### config.mk
export PLATFORM = sky130hd
export DESIGN_NAME = i2c_scl_timer
export DESIGN_NICKNAME = d
export VERILOG_FILES = /design/src/rtl/i2c_tgen_pkg.sv /design/src/rtl/i2c_tgen_cfg.sv /design/src/rtl/i2c_tgen_ctr.sv /design/src/rtl/i2c_scl_timer.sv
export SDC_FILE = /design/constraint.sdc
export NUM_CORES = 1
export LEC_CHECK = 0
export ABC_AREA = 0
export BUFFER_PORTS_ARGS = -buffer_cell sky130_fd_sc_hd__buf_2
export CORE_MARGIN = 2
export CORE_UTILIZATION = 40
export CTS_BUF_LIST = sky130_fd_sc_hd__clkbuf_8
export DETAILED_ROUTE_END_ITERATION = 6
export MAX_ROUTING_LAYER = met4
export SYNTH_ARGS = -nofsm -noshare
export SYNTH_HDL_FRONTEND = slang
export SYNTH_HIERARCHICAL = 1
export SYNTH_SLANG_ARGS = --single-unit
### constraint.sdc
create_clock -name clk -period 5.7 [get_ports clk]
set_input_delay 0.285 -clock clk [delete_from_list [all_inputs] [get_ports clk]]
set_output_delay 0.285 -clock clk [all_outputs]
set_load 0.01 [all_outputs]
### src/rtl/i2c_tgen_pkg.sv
package i2c_tgen_pkg;

    typedef enum logic [2:0] {
        S_IDLE,
        S_BIT_LOW,
        S_BIT_HIGH,
        S_RS_LOW,
        S_RS_HIGH,
        S_ST_HOLD,
        S_SP_LOW,
        S_SP_HIGH
    } tgen_state_e;

    typedef enum logic [1:0] {
        OP_START = 2'd0,
        OP_BIT   = 2'd1,
        OP_STOP  = 2'd2,
        OP_NONE  = 2'd3
    } tgen_op_e;

    localparam int HIGH_FLOOR = 6;
    localparam int LOW_FLOOR  = 8;
    localparam logic [1:0] SPEED_FAST = 2'b10;

endpackage

### src/rtl/i2c_tgen_cfg.sv
module i2c_tgen_cfg
    import i2c_tgen_pkg::*;
#(
    parameter int CNT_W  = 16,
    parameter int SET_W  = 8,
    parameter int HOLD_W = 8
) (
    input  logic              clk,
    input  logic              rst_n,
    input  logic              load,
    input  logic [1:0]        speed_sel,
    input  logic [CNT_W-1:0]  std_high,
    input  logic [CNT_W-1:0]  std_low,
    input  logic [CNT_W-1:0]  fast_high,
    input  logic [CNT_W-1:0]  fast_low,
    input  logic [HOLD_W:0]   hold_cfg,
    input  logic [SET_W-1:0]  setup_cfg,
    output logic [CNT_W-1:0]  hi_q,
    output logic [CNT_W-1:0]  lo_q,
    output logic [CNT_W-1:0]  su_q,
    output logic [CNT_W-1:0]  hd_q
);

    logic [CNT_W-1:0] pick_hi, pick_lo, hi_n, lo_n, su_n, hd_raw, hd_max, hd_n;

    always_comb begin
        pick_hi = (speed_sel == SPEED_FAST) ? fast_high : std_high;
        pick_lo = (speed_sel == SPEED_FAST) ? fast_low  : std_low;
        hi_n    = (pick_hi < CNT_W'(HIGH_FLOOR)) ? CNT_W'(HIGH_FLOOR) : pick_hi;
        lo_n    = (pick_lo < CNT_W'(LOW_FLOOR))  ? CNT_W'(LOW_FLOOR)  : pick_lo;
        su_n    = (setup_cfg == '0) ? CNT_W'(1) : CNT_W'(setup_cfg);
        hd_raw  = hold_cfg[HOLD_W] ? (CNT_W'(hold_cfg[HOLD_W-1:0]) + CNT_W'(1)) : '0;
        // keep the drive point early enough that (setup-1) low cycles remain
        hd_max  = (lo_n > su_n) ? (lo_n - su_n) : '0;
        hd_n    = (hd_raw > hd_max) ? hd_max : hd_raw;
    end

    always_ff @(posedge clk or negedge rst_n) begin
        if (!rst_n) begin
            hi_q <= CNT_W'(HIGH_FLOOR);
            lo_q <= CNT_W'(LOW_FLOOR);
            su_q <= CNT_W'(1);
            hd_q <= '0;
        end else if (load) begin
            hi_q <= hi_n;
            lo_q <= lo_n;
            su_q <= su_n;
            hd_q <= hd_n;
        end
    end

endmodule

### src/rtl/i2c_tgen_ctr.sv
module i2c_tgen_ctr #(
    parameter int CNT_W = 16
) (
    input  logic             clk,
    input  logic             rst_n,
    input  logic             clr,
    input  logic             inc,
    input  logic [CNT_W-1:0] lim,
    output logic [CNT_W-1:0] cnt,
    output logic             last
);

    always_ff @(posedge clk or negedge rst_n) begin
        if (!rst_n)   cnt <= '0;
        else if (clr) cnt <= '0;
        else if (inc) cnt <= cnt + CNT_W'(1);
    end

    assign last = (cnt == (lim - CNT_W'(1)));

endmodule

### src/rtl/i2c_scl_timer.sv
module i2c_scl_timer
    import i2c_tgen_pkg::*;
#(
    parameter int CNT_W  = 16,
    parameter int SET_W  = 8,
    parameter int HOLD_W = 8
) (
    input  logic                clk,
    input  logic                rst_n,
    input  logic                enable,
    input  logic [1:0]          speed_sel,
    input  logic [CNT_W-1:0]    std_high,
    input  logic [CNT_W-1:0]    std_low,
    input  logic [CNT_W-1:0]    fast_high,
    input  logic [CNT_W-1:0]    fast_low,
    input  logic [HOLD_W:0]     hold_cfg,
    input  logic [SET_W-1:0]    setup_cfg,
    input  logic                scl_in,
    input  logic                cmd_valid,
    input  logic [1:0]          cmd_op,
    output logic                cmd_ready,
    output logic                scl_out,
    output logic                sda_cond_low,
    output logic                drive_stb,
    output logic                sample_stb
);

    tgen_state_e state, nxt;
    logic held, held_nxt;
    logic cfg_load, cnt_clr, cnt_inc, cnt_last, advance;
    logic [CNT_W-1:0] hi_q, lo_q, su_q, hd_q, lim, cnt;

    i2c_tgen_cfg #(.CNT_W(CNT_W), .SET_W(SET_W), .HOLD_W(HOLD_W)) u_cfg (
        .clk       (clk),
        .rst_n     (rst_n),
        .load      (cfg_load),
        .speed_sel (speed_sel),
        .std_high  (std_high),
        .std_low   (std_low),
        .fast_high (fast_high),
        .fast_low  (fast_low),
        .hold_cfg  (hold_cfg),
        .setup_cfg (setup_cfg),
        .hi_q      (hi_q),
        .lo_q      (lo_q),
        .su_q      (su_q),
        .hd_q      (hd_q)
    );

    i2c_tgen_ctr #(.CNT_W(CNT_W)) u_ctr (
        .clk   (clk),
        .rst_n (rst_n),
        .clr   (cnt_clr),
        .inc   (cnt_inc),
        .lim   (lim),
        .cnt   (cnt),
        .last  (cnt_last)
    );

    // state register
    always_ff @(posedge clk or negedge rst_n) begin
        if (!rst_n) begin
            state <= S_IDLE;
            held  <= 1'b0;
        end else if (!enable) begin
            state <= S_IDLE;
            held  <= 1'b0;
        end else begin
            state <= nxt;
            held  <= held_nxt;
        end
    end

    // phase limit and advance qualifier
    always_comb begin
        unique case (state)
            S_BIT_LOW, S_RS_LOW, S_SP_LOW: begin
                lim     = lo_q;
                advance = 1'b1;
            end
            S_BIT_HIGH, S_RS_HIGH, S_ST_HOLD: begin
                lim     = hi_q;
                advance = scl_in;
            end
            S_SP_HIGH: begin
                lim     = su_q;
                advance = scl_in;
            end
            default: begin
                lim     = lo_q;
                advance = 1'b0;
            end
        endcase
    end

    // next state
    always_comb begin
        nxt      = state;
        held_nxt = held;
        cfg_load = 1'b0;
        cnt_clr  = 1'b0;
        cnt_inc  = 1'b0;
        if (state == S_IDLE) begin
            cnt_clr = 1'b1;
            if (cmd_valid && enable) begin
                case (cmd_op)
                    OP_START: begin
                        cfg_load = 1'b1;
                        nxt      = held ? S_RS_LOW : S_ST_HOLD;
                    end
                    OP_BIT:  if (held) nxt = S_BIT_LOW;
                    OP_STOP: if (held) nxt = S_SP_LOW;
                    default: nxt = S_IDLE;
                endcase
            end
        end else if (advance) begin
            if (cnt_last) begin
                cnt_clr = 1'b1;
                unique case (state)
                    S_BIT_LOW:  nxt = S_BIT_HIGH;
                    S_BIT_HIGH: nxt = S_IDLE;
                    S_RS_LOW:   nxt = S_RS_HIGH;
                    S_RS_HIGH:  nxt = S_ST_HOLD;
                    S_ST_HOLD: begin
                        nxt      = S_IDLE;
                        held_nxt = 1'b1;
                    end
                    S_SP_LOW:   nxt = S_SP_HIGH;
                    S_SP_HIGH: begin
                        nxt      = S_IDLE;
                        held_nxt = 1'b0;
                    end
                    default:    nxt = S_IDLE;
                endcase
            end else begin
                cnt_inc = 1'b1;
            end
        end
    end

    // outputs
    always_comb begin
        cmd_ready    = 1'b0;
        scl_out      = 1'b1;
        sda_cond_low = 1'b0;
        drive_stb    = 1'b0;
        sample_stb   = 1'b0;
        unique case (state)
            S_IDLE: begin
                cmd_ready = enable;
                scl_out   = ~held;
            end
            S_BIT_LOW: begin
                scl_out   = 1'b0;
                drive_stb = (cnt == hd_q);
            end
            S_BIT_HIGH: sample_stb = scl_in && (cnt == '0);
            S_RS_LOW:   scl_out = 1'b0;
            S_RS_HIGH:  scl_out = 1'b1;
            S_ST_HOLD:  sda_cond_low = 1'b1;
            S_SP_LOW: begin
                scl_out      = 1'b0;
                sda_cond_low = 1'b1;
            end
            S_SP_HIGH:  sda_cond_low = 1'b1;
            default:    scl_out = 1'b1;
        endcase
    end

endmodule

Word-level counts from Yosys, hierarchy flattened
Cells that the tools add are included.
{"block": "word_totals", "regBits": 84, "inputBits": 90, "wordCells": 91}
{"block": "op_classes", "addsub": 4, "magnitude_cmp": 4, "eq_ne": 21, "mux": 41, "n_bitwise": 1, "n_reduce_logical": 13}
{"operator": "two-way mux 16 bit", "n": 9}
{"operator": "equality test 16 bit", "n": 2}
{"operator": "> comparator 16 bit", "n": 2}
{"operator": "case mux 16 bit (2 select lines)", "n": 1}
{"operator": "two-way mux 3 bit", "n": 8}
{"operator": "two-way mux 1 bit", "n": 17}
{"operator": "adder 16 x 1 -> 16 bit (second input constant)", "n": 1}
{"operator": "zero test 16 bit", "n": 1}
{"operator": "< comparator 16 x 3 -> 1 bit (second input constant)", "n": 1}
{"operator": "< comparator 16 x 4 -> 1 bit (second input constant)", "n": 1}
{"operator": "subtractor 16 x 1 -> 16 bit (second input constant)", "n": 1}
{"operator": "subtractor 16 bit", "n": 1}
{"operator": "equality test 3 bit (second input constant)", "n": 4}
{"operator": "case mux 3 bit (4 select lines)", "n": 1}
{"operator": "adder 8 x 1 -> 9 bit (second input constant)", "n": 1}
{"operator": "!= test 3 x 1 -> 1 bit (second input constant)", "n": 3}
{"operator": "case mux 3 bit (3 select lines)", "n": 1}
{"operator": "OR reduction 3 bit", "n": 3}
{"operator": "zero test 8 bit", "n": 1}
{"operator": "two-way mux 8 bit", "n": 1}
{"operator": "!= test 4 bit (second input constant)", "n": 2}
{"operator": "equality test 3 x 2 -> 1 bit (second input constant)", "n": 2}
{"operator": "case mux 1 bit (2 select lines)", "n": 3}
{"operator": "AND reduction 5 bit", "n": 1}
{"operator": "other kinds (13)", "n": 16}

Logic depth before layout (Yosys ltp)
Gate-level depths: netlist of run 1.
{"block": "depth", "ltp_word": 10, "depth_mapped": 24, "ltp_nobuf": 22}

Modules after synthesis
The synthesis of run 1 kept the hierarchy.
{"mod": "i2c_tgen_cfg", "n_inst": 1, "cells_each": 433, "area_each_um2": 3711.1, "seq_area_each_um2": 1406.3}
{"mod": "i2c_tgen_ctr", "n_inst": 1, "cells_each": 173, "area_each_um2": 1420.1, "seq_area_each_um2": 400.4}
{"mod": "i2c_scl_timer", "n_inst": 1, "cells_each": 174, "area_each_um2": 1296.2, "seq_area_each_um2": 100.1}

Least setup slack after synthesis of run 1
OpenSTA, ideal clock, no wires.
{"block": "synth_path", "kind": "reg-to-reg", "start": "register state[0]", "end": "register u_ctr.cnt[15]", "setup_ps": 130, "t_arrival_ps": 4606, "t_required_ps": 5570, "slack_ps": 964, "path_stages_with_launch": 22, "path_buffers": 5, "period_less_slack_ps": 4736, "path_cell_list": "dfrtp_1 > buf_4 > nand2b_1 > buf_2 > a211oi_1 > a221oi_1 > buf_6 > or4_4 > buf_6 > or3_1 > a2111oi_2 > nand4_1 > nor4b_2 > nor2b_1 > a31oi_1 > nand2_1 > clkbuf_1 > o2111a_1 > nand2_1 > nor4_1 > xnor2_1 > nor2_1"}
{"block": "synth_via", "elab_chain_cells": 9, "elab_cells_between_ends": 23, "classes_between": "add/sub: 1; eq/ne: 8; mux: 9; reduce/logical: 5"}
{"item": "from (decl)", "line_no": "i2c_scl_timer.sv:28", "rtl": "tgen_state_e state, nxt;"}
{"item": "from (signal assigned)", "line_no": "i2c_scl_timer.sv:69", "rtl": "state <= nxt;"}
{"item": "equality test 3 x 2 -> 1 bit or equality test 3 bit (tied branches)", "line_no": "i2c_scl_timer.sv:76", "rtl": "unique case (state)"}
{"item": "OR reduction 3 bit"}
{"item": "case mux 16 bit (2 select lines) (*)", "line_no": "i2c_scl_timer.sv:76"}
{"item": "net lim[0]", "line_no": "i2c_scl_timer.sv:31", "rtl": "logic [CNT_W-1:0] hi_q, lo_q, su_q, hd_q, lim, cnt;"}
{"item": "subtractor 16 x 1 -> 16 bit (*)", "line_no": "i2c_tgen_ctr.sv:19", "rtl": "assign last = (cnt == (lim - CNT_W'(1)));"}
{"item": "equality test 16 bit (*)", "line_no": "i2c_tgen_ctr.sv:19"}
{"item": "net cnt_last", "line_no": "i2c_scl_timer.sv:30", "rtl": "logic cfg_load, cnt_clr, cnt_inc, cnt_last, advance;"}
{"item": "two-way mux 1 bit (*)", "line_no": "i2c_scl_timer.sv:117", "rtl": "if (cnt_last) begin"}
{"item": "two-way mux 1 bit (*)", "line_no": "i2c_scl_timer.sv:116", "rtl": "end else if (advance) begin"}
{"item": "two-way mux 1 bit (*)", "line_no": "i2c_scl_timer.sv:103", "rtl": "if (state == S_IDLE) begin"}
{"item": "net cnt_clr", "line_no": "i2c_scl_timer.sv:30"}
{"item": "two-way mux 16 bit or nonzero test 2 bit (tied branches)"}
{"item": "to (signal assigned)", "line_no": "i2c_tgen_ctr.sv:16", "rtl": "else if (inc) cnt <= cnt + CNT_W'(1);"}
{"item": "to (decl)", "line_no": "i2c_tgen_ctr.sv:9", "rtl": "output logic [CNT_W-1:0] cnt,"}
The timed path passes the listed nets; every way through them passes the cells marked *.
A chain may end at the register's enable or synchronous reset.

Worst setup path after layout of run 1
{"block": "layout_path", "start": "register state[2]", "end": "register u_ctr.cnt[15]"}
Same word-level chain as after synthesis.

==> flow_summary_export.csv, run 1 <==
group,metric,value,unit
die,die_h,131,um
final_layout,final_util,45.9,%
drt,detail-route-antenna-nets,0,
final_layout,antennaDiodeCount,0,
clock_tree,cts-root-buf,"clkbuf_8",
die,die_w,131,um
drt,avgRoutedWirePerCell,16.2,um
critical_path,cp_data_required_time,5.95,ns
yosys,synth.ff_latch_count,76,
global_routing,grt_max_degree,83,
hold_path,min_path_type,"input port to asynchronous set/reset pin",
yosys,synthTopCellsByArea,"dfrtp_1, xnor2_1, nand2_1",
clock_tree,cts_tree,"yes",
final_layout,layout.nets,962,
placed_design,dpl_cell_area,7010,um2
global_routing,met2_usage,33.4,%
critical_path,cp_top_family,"simple AND/OR/NAND/NOR gates",
clock_tree,clkSlewWorstSetupHoldPaths,0.09,ns
sta,fmax,196,MHz
yosys,synth_top_cell_area_share,28.0,%
drt,vias_per_cell,5.63,
sta,finalCritPeriodShare,89.3,%
die,initial_core_util,40.8,%
critical_path,slowest_stage,"dfrtp_2",
sta,finClkSkew,0.0128,ns
die,rows,46,
yosys,synthArstFlopShare,100,%
yosys,synth_flop_cell,"dfrtp_1",
sta,final-hold-violation-count,0,
drt,routed_wl,17400,um
yosys,syn_area_per_cell,8.24,um2
final_layout,fin_area,7240,um2
final_layout,layout-drive-gt1-share,19.0,%
power_and_ir_drop,finalPower,3.02,mW
clock_tree,htree_levels,3,
sta,finalWorstSetupSlack,0.608,ns
yosys,synth_edf_count,0,
clock_tree,clock_latency,0.36,ns
run,cap_violations,0,
power_and_ir_drop,power.density,417,nW/um2
critical_path,arrival,5.34,ns
placed_design,place_ws,0.434,ns
die,core_area,15800,um2
yosys,yosysTopAreaCell,"dfrtp_1",
critical_path,endpoint_kind,"flop",
global_routing,busiest_layer,"met2",
critical_path,path_common_cell,"nand2_1",
critical_path,critical_path_class,"flop to flop",
final_layout,syn_to_final_growth,12.7,%
placed_design,dp_hpwl,13200,um
yosys,synth.cell_area,6430,um2
critical_path,crit_buf_inv,1,
global_routing,grt_pass1_vias,5763,
sta,worst_pin_slew,1.01,ns
global_routing,gr-usage-all-layers,21.9,%
outcome,run_status,"complete, no violations",
placed_design,gp_congestion,0.922,
drt,drtPass1Iterations,5,
yosys,synth_cells,780,
drt,drt-initial-drc-count,479,
global_routing,use_met3,2.40,%
power_and_ir_drop,ir_worst_vdd,0.000186,V
clock_tree,cts-buffers-inserted,9,
sta,slew_headroom,32.6,%
power_and_ir_drop,p_leak,3.02,nW
yosys,synth_warnings,6,
sta,setup_viol,0,
global_routing,grt_pass1_wl,28800,um
yosys,yosysSeqAreaShare,29.7,%
critical_path,crit_fanout,23,
clock_tree,cts_setup_buffers,0,
clock_tree,cts_buffer_depth,2,
clock_tree,cts_resized,0,
sta,rsz0062_at_grt,"no",
placed_design,port_buffers,94,
drt,drc,0,
yosys,ys_types,77,
die,pin_count,95,
clock_tree,cts.sinks,76,
sta,period_minus_slack,5.09,ns
clock_tree,holdBufCountCts,0,
sta,tns,0,ns
die,die-area,17100,um2
final_layout,fillCellCount,1633,
global_routing,grt_util_met1,31.1,%
global_routing,grt_overflow,0,
drt,vias,6035,
critical_path,cp-start-kind,"flop",
global_routing,grt_antenna_before_repair,0,
critical_path,max_stage_delay,0.66,ns
critical_path,cp_cell_sequence,"nand2_2 -> buf_4 -> o22ai_1 -> a221oi_1 -> or4_4 -> or3_1 -> a2111oi_2 -> nand4_1 -> nor4b_2 -> nor2b_1 -> a31oi_1 -> nand2_1 -> o2111a_1 -> nand2_1 -> nor4_1 -> xnor2_1 -> nor2_1",
sta,finalMaxSlewViolations,0,
==> cell usage in the layout (no fill, tap or decap), drive strengths merged, types with 5 or more instances in the layout <==
cell type	n
conb	8
a21oi	32
nor2	70
o22ai	19
ha	20
inv	24
nand3b	7
a31oi	28
mux2	12
clkbuf	10
and3	5
xnor2	40
o21a	9
xor2	16
nand2	77
and2	6
a221oi	19
nand3	26
dfrtp	72
or4	6
nor2b	36
buf	111
nor4	20
mux2i	27
nand4	20
a211oi	22
o21ai	22
nor3	20
nand2b	8
or3	9
==> synthesized netlist by cell type (all sizes together) (2+ instances only) <==
master   count
a21o         2
nand2b       8
a211oi      22
nand3       26
o21ai       22
a21oi       32
nand3b       7
nor3b        3
nand4       20
and2         6
o31ai        2
o211ai       4
a2111oi      2
xor2        16
a32oi        2
a21boi       4
a22o         2
o22ai       19
clkbuf      27
a31oi       28
o21a         9
or3          9
inv         24
nand2       77
dfstp        4
nor2        70
and3         5
nor2b       36
ha          20
and4         2
o2bb2ai      3
nor3        20
nor4        20
xnor2       40
mux2i       27
a221oi      19
mux2        12
dfrtp       72
buf         31
or4          6
==> cell families after synthesis <==
| family | share of synthesized area, % |
|---|---|
| AO/OA/AOI/OAI | 20.6 |
| AND/OR/NAND/NOR | 25.3 |
| other | 0.0583 |
| XOR/XNOR | 7.63 |
| flip-flops | 29.7 |
| adder cells (fa/ha/maj) | 4.20 |
| multiplexers | 6.31 |
| buffers and inverters | 6.27 |
==> metal layers <==
layer | wire (um) | share of wire [%]
met1 | 8590 | 50
met2 | 7660 | 44
met3 | 862 | 5.0
met4 | 238 | 1.4
met5 | 0 | 0
==> power by group <==
part           internal (mW)  total (mW)  switching [mW]
clock                  0.259       0.470           0.211
combinational          0.708        1.60           0.894
sequential             0.735       0.950           0.215
total                   1.70        3.02            1.32
==> final timing paths <==
| kind | start | to | slack, ns | depth (start not counted) |
|---|---|---|---|---|
| hold reg to reg | u_cfg/hi_q[15] | u_cfg/hi_q[15] | 0.52 | 1 |
| setup reg to reg | state[2] | u_ctr/cnt[15] | 0.61 | 17 |
| setup / recovery | state[2] | u_ctr/cnt[15] | 0.61 | 17 |
| max in group asynchronous | rst_n | state[2] | 4.96 | 1 |
| min in group clk | fast_high[2] | u_cfg/hi_q[2] | 0.17 | 3 |
| hold / removal | rst_n | u_cfg/lo_q[12] | 0.07 | 1 |
==> through the flow <==
| step | hold slack, ns | std cells |
|---|---|---|
| global placement | 0.493 | 1056 |
| detailed placement | 0.500 | 1056 |
| global route | 0.150 | 1072 |
| floorplan | -0.0106 | 787 |
| finish | 0.0696 | 1072 |
| CTS | 0.111 | 1072 |
==> registers in the layout, summed over array words and instances (netlist names) <==
register	flops
u_cfg/hd_q	16
u_cfg/hi_q	16
u_cfg/lo_q	16
u_ctr/cnt	16
u_cfg/su_q	8
state	3
held	1
==> final cells by class <==
type                            instances  area, um2  area share (%)
Multi-Input combinational cell        629       4150            57.3
Sequential cell                        76       1910            26.3
Tap cell                              216        270            3.73
Timing Repair Buffer                  111        601            8.29
Clock buffer                           10        138            1.90
Clock inverter                          6       87.6            1.21
Inverter                               24       90.1            1.24
Power figures use the tool's default switching activity.
==> run 2: changes to the inputs <==
- PLACE_DENSITY_LB_ADDON: unset -> 0.08
==> run 2 against run 1 <==
  * Clock skew grew 0.0042 ns
  * Global-route usage up 1.2 points
  * Non-clock buffer count shrank 2
  * Combinational power grew 2%
  * Clock power fell by 6.4%
  * Worst setup slack got worse by 0.092 ns
  * Sequential power is 0.9% higher
  * Highest routed layer unchanged
==> flow_summary_export.csv, run 2 (synthesis gave the netlist of run 1 again) <==
group,metric,value,unit
drt,avgRoutedWirePerCell,17.2,um
clock_tree,cts-buffers-inserted,9,
critical_path,crit_fanout,53,
placed_design,dp_cells,1054,
sta,period_minus_slack,5.18,ns
power_and_ir_drop,power.density,421,nW/um2
final_layout,final_common_cell,"buf_2",
final_layout,final_cells,1070,
critical_path,cp_data_required_time,5.95,ns
global_routing,grt_antenna_before_repair,0,
clock_tree,clock_latency,0.37,ns
power_and_ir_drop,switching_share,45.6,%
die,die_h,131,um
global_routing,grt_pass1_vias,5902,
critical_path,arrival,5.43,ns
critical_path,reg2reg_from,"state[2]",
clock_tree,cts.sinks,76,
outcome,run_status,"complete, no violations",
drt,vias_per_cell,5.79,
sta,final-hold-violation-count,0,
final_layout,layout-drive-gt1-share,19.1,%
sta,fmax,193,MHz
drt,drt-initial-drc-count,464,
critical_path,endpoint_kind,"flop",
clock_tree,clkSlewWorstSetupHoldPaths,0.10,ns
clock_tree,htree_levels,3,
drt,vias,6191,
global_routing,gr-usage-all-layers,23.1,%
sta,finClkSkew,0.0170,ns
die,rows,46,
clock_tree,cts-root-buf,"clkbuf_8",
clock_tree,cts_buffer_depth,2,
power_and_ir_drop,seqPwrFrac,31.6,%
drt,detail-route-antenna-nets,0,
clock_tree,cts_tree,"yes",
final_layout,final_cell_mix,"buf_2, nand2_1, dfrtp_1, nor2_1, xnor2_1",
critical_path,rr_endpoint,"u_ctr/cnt[15]",
final_layout,layout.nets,960,
clock_tree,cts_setup_buffers,0,
global_routing,grt_overflow,0,
drt,drc,0,
critical_path,critical_path_class,"flop to flop",
die,core_area,15800,um2
sta,finalCritPeriodShare,90.9,%
sta,rsz0062_at_grt,"no",
power_and_ir_drop,p_leak,2.99,nW
placed_design,gp_congestion,0.933,
die,pin_count,95,
sta,finalMaxSlewViolations,0,
power_and_ir_drop,intPower,1.65,mW
sta,slew_headroom,31.6,%
power_and_ir_drop,comb_power_share,54.0,%
sta,tns,0,ns
global_routing,grt_max_degree,77,
sta,worst_pin_slew,1.03,ns
placed_design,port_buffers,94,
run,cap_violations,0,
die,die_w,131,um
power_and_ir_drop,power_frac_clock,14.5,%
die,die-area,17100,um2
critical_path,worstSetupStartpoint,"state[2]",
critical_path,reg2reg_slack,0.52,ns
global_routing,grt_pass1_wl,30200,um
hold_path,min_path_type,"input port to asynchronous set/reset pin",
drt,routed_wl,18400,um
critical_path,reg2regPathDepth,16,
sta,setup_viol,0,
final_layout,antennaDiodeCount,0,
power_and_ir_drop,ir_worst_vdd,0.000187,V
drt,drtPass1Iterations,4,
final_layout,syn_to_final_growth,12.4,%
power_and_ir_drop,power.switching,1.39,mW
die,initial_core_util,40.8,%
placed_design,dp_hpwl,14100,um
critical_path,cp-start-kind,"flop",
==> run 2: changes by cell type in the layout (fill, tap and decap cells not counted) <==
cell and delta:
a221oi_2 +2, inv_6 +3, bufinv_16 -1, a221oi_1 -2, clkbuf_8 -1, clkinv_2 -2, buf_4 -2, clkinvlp_4 +1
==> run 2: critical path, cell delays in order (launching register included) <==
cell and delay, ns:
dfrtp_2 0.68, buf_4 0.56, mux2i_1 0.25, a221oi_1 0.23, nor4_1 0.68, and3_1 0.30, a32oi_1 0.12, a22o_1 0.27
nor4b_2 0.44, nor2b_1 0.18, a31oi_1 0.14, nand2_1 0.16, o2111a_1 0.34, nand2_1 0.14, nor4_1 0.33, xnor2_1 0.17
nor2_1 0.05
==> run 2: worst max path at each step <==
stage	end	cells past startpoint
floorplan	u_ctr/cnt[15]	21
global placement	u_cfg/hd_q[6]	23
detailed placement	u_cfg/hd_q[6]	23
CTS	u_ctr/cnt[15]	16
global route	u_ctr/cnt[15]	16
finish	u_ctr/cnt[15]	16
==> run 2: metrics by stage <==
stage / instance area [um2] / util, % / hold slack [ns] / setup slack (ns) / power (mW)
finish: 7220 / 45.8 / 0.0366 / 0.516 / 3.04
global route: 7220 / 45.8 / 0.120 / 0.0531 / 3.29
CTS: 7200 / 45.7 / 0.100 / 0.560 / 3.02
detailed placement: 7000 / 44.4 / 0.506 / 0.557 / 2.57
global placement: 7000 / 44.4 / 0.499 / 0.684 / 2.54
floorplan: 6450 / - / -0.0106 / 0.964 / 2.18
==> run 2: metal layers <==
metal	share of wire, %	vias up	track usage (%)
met5	0	-	-
met3	4.5	26	2.77
met1	48	2968	32.3
met2	45	202	34.7
met4	2.2	0	7.70
li1	-	2995	-
==> run 2: repair_timing <==
item | in CTS | in global routing
endpoints found under the setup margin | 0 | 1
gates resized for setup | 0 | 3
hold buffers | 0 | 0
==> run 2: power by group through the flow <==
| stage | sequential (mW) | clock, mW | combinational [mW] |
|---|---|---|---|
| 2_1_floorplan | 0.858 | 0 | 1.33 |
| 3_3_place_gp | 0.960 | 0 | 1.58 |
| 3_5_place_dp | 0.966 | 0 | 1.61 |
| 4_1_cts | 0.957 | 0.452 | 1.61 |
| 5_1_grt | 0.986 | 0.476 | 1.83 |
| 6_report | 0.959 | 0.440 | 1.64 |
==> run 2: cell type report <==
class                   count  area, um2
well taps                 216        270
flip-flops and latches     76       1910
multi-input cells         629       4160
fillers                  1608       8550
clock buffers               9        124
repair buffers            109        586
clock inverters             7       81.3
inverters                  24       90.1
==> run 3: changes to the inputs <==
- REMOVE_ABC_BUFFERS: unset -> 1
==> run 3 against run 2 <==
  * Worst setup slack lost 0.057 ns
  * Cell area shrank 0.16%
  * Power shrank 2.8%
  * Via count shrank 2.3%
  * Flip-flop and latch count is the same
  * Critical path depth is the same
  * Combinational power is essentially flat
  * Sequential share of layout area is essentially flat
  * Final cell count grew 0.28%
  * Clock skew shrank 0.0050 ns
  * Largest power group unchanged
==> flow_summary_export.csv, run 3 (synthesis gave the netlist of run 1 again) <==
group,metric,value,unit
outcome,run_status,"complete, no violations",
hold_path,min_path_type,"input port to asynchronous set/reset pin",
clock_tree,cts_buffer_depth,2,
clock_tree,holdBufCountCts,0,
drt,routed_wl,18600,um
clock_tree,cts_tree,"yes",
drt,drtPass1Iterations,4,
global_routing,grt_pass1_wl,30200,um
sta,period_minus_slack,5.24,ns
final_layout,final_common_cell,"buf_2",
drt,drt-initial-drc-count,480,
critical_path,cp_data_required_time,5.94,ns
critical_path,cp-start-kind,"flop",
die,die-area,17100,um2
critical_path,cp_cell_sequence,"nand2b_1 -> buf_4 -> a211oi_1 -> a221oi_1 -> or4_1 -> or4_1 -> a311oi_1 -> o21ai_1 -> nor4b_2 -> buf_4 -> a21oi_1 -> o2111a_1 -> nand2_1 -> nor4_1 -> xnor2_1 -> nor2_1",
clock_tree,cts_resized,0,
placed_design,gp_congestion,0.925,
drt,drc,0,
power_and_ir_drop,ir_worst_vdd,0.000167,V
sta,hold_ws,0.0793,ns
placed_design,dp_hpwl,14300,um
clock_tree,cts_setup_buffers,0,
critical_path,max_stage_delay,0.67,ns
clock_tree,cts-root-buf,"clkbuf_8",
run,cap_violations,0,
drt,detail-route-antenna-nets,0,
critical_path,slowest_stage,"or4_1",
critical_path,endpoint_kind,"flop",
placed_design,port_buffers,94,
die,pin_count,95,
final_layout,layout-drive-gt1-share,18.9,%
die,core_area,15800,um2
critical_path,crit_buf_inv,2,
sta,finalWorstSetupSlack,0.459,ns
placed_design,place_ws,0.517,ns
critical_path,crit_fanout,14,
placed_design,dpl_cell_area,7030,um2
sta,final-hold-violation-count,0,
global_routing,grt_pass1_vias,5818,
final_layout,final_cell_mix,"buf_2, nand2_1, dfrtp_1, nor2_1, xnor2_1",
power_and_ir_drop,p_leak,2.99,nW
power_and_ir_drop,power.density,410,nW/um2
final_layout,fin_area,7210,um2
clock_tree,cts.sinks,76,
die,rows,46,
sta,finalMaxSlewViolations,0,
die,die_h,131,um
clock_tree,cts-buffers-inserted,9,
sta,slew_headroom,19.9,%
sta,setup_viol,0,
sta,fmax,191,MHz
die,initial_core_util,40.8,%
clock_tree,clock_latency,0.36,ns
critical_path,arrival,5.48,ns
clock_tree,clkSlewWorstSetupHoldPaths,0.09,ns
drt,avgRoutedWirePerCell,17.3,um
drt,vias_per_cell,5.63,
sta,rsz0062_at_grt,"no",
final_layout,syn_to_final_growth,12.2,%
drt,vias,6046,
die,die_w,131,um
critical_path,cp_top_family,"simple AND/OR/NAND/NOR gates",
critical_path,critical_path_class,"flop to flop",
final_layout,antennaDiodeCount,0,
sta,finClkSkew,0.0120,ns
final_layout,layout.nets,963,
global_routing,grt_overflow,0,
global_routing,grt_max_degree,77,
sta,worst_pin_slew,1.20,ns
global_routing,gr-usage-all-layers,23.2,%
sta,finalCritPeriodShare,91.9,%
global_routing,grt_antenna_before_repair,0,
clock_tree,htree_levels,3,
-- run 3: layer usage --
metal	global-route usage [%]	up-vias	share of wire (%)
met5	-	-	0
met3	2.24	13	4.2
met2	36.1	155	46
li1	-	2998	-
met1	32.3	2880	48
met4	6.82	0	1.2
-- run 3: path summary, 6_finish.rpt --
kind,startpoint,endpoint,slack (ns),cells after the start
min in group clk,std_high[1],u_cfg/hi_q[1],0.16,3
hold / removal,rst_n,u_cfg/hi_q[12],0.08,1
max in group asynchronous,rst_n,state[2],4.96,1
setup / recovery,state[1],u_ctr/cnt[15],0.46,16
hold reg to reg,u_cfg/su_q[3],u_cfg/su_q[3],0.51,1
setup reg to reg,state[1],u_ctr/cnt[15],0.46,16
-- run 3: power by group --
group	internal [mW]	total (mW)	switching (mW)
clock	0.159	0.381	0.222
combinational	0.713	1.62	0.905
sequential	0.735	0.955	0.220
-- run 3: through the flow --
stage	TNS [ns]	power (mW)	cells	utilization, %
after floorplan	-6.07	2.09	729	-
after global placement	0	2.54	1057	44.6
after detailed placement	0	2.57	1057	44.6
after CTS	0	2.96	1073	45.7
after global routing	0	3.21	1073	45.7
final	0	2.95	1073	45.7
-- run 3: layout make-up --
cell class | count | area, um2
fillers | 1641 | 8560
multi-input cells | 629 | 4150
inverters | 24 | 90.1
clock inverters | 7 | 52.6
repair buffers | 112 | 621
well taps | 216 | 270
flip-flops and latches | 76 | 1910
clock buffers | 9 | 124
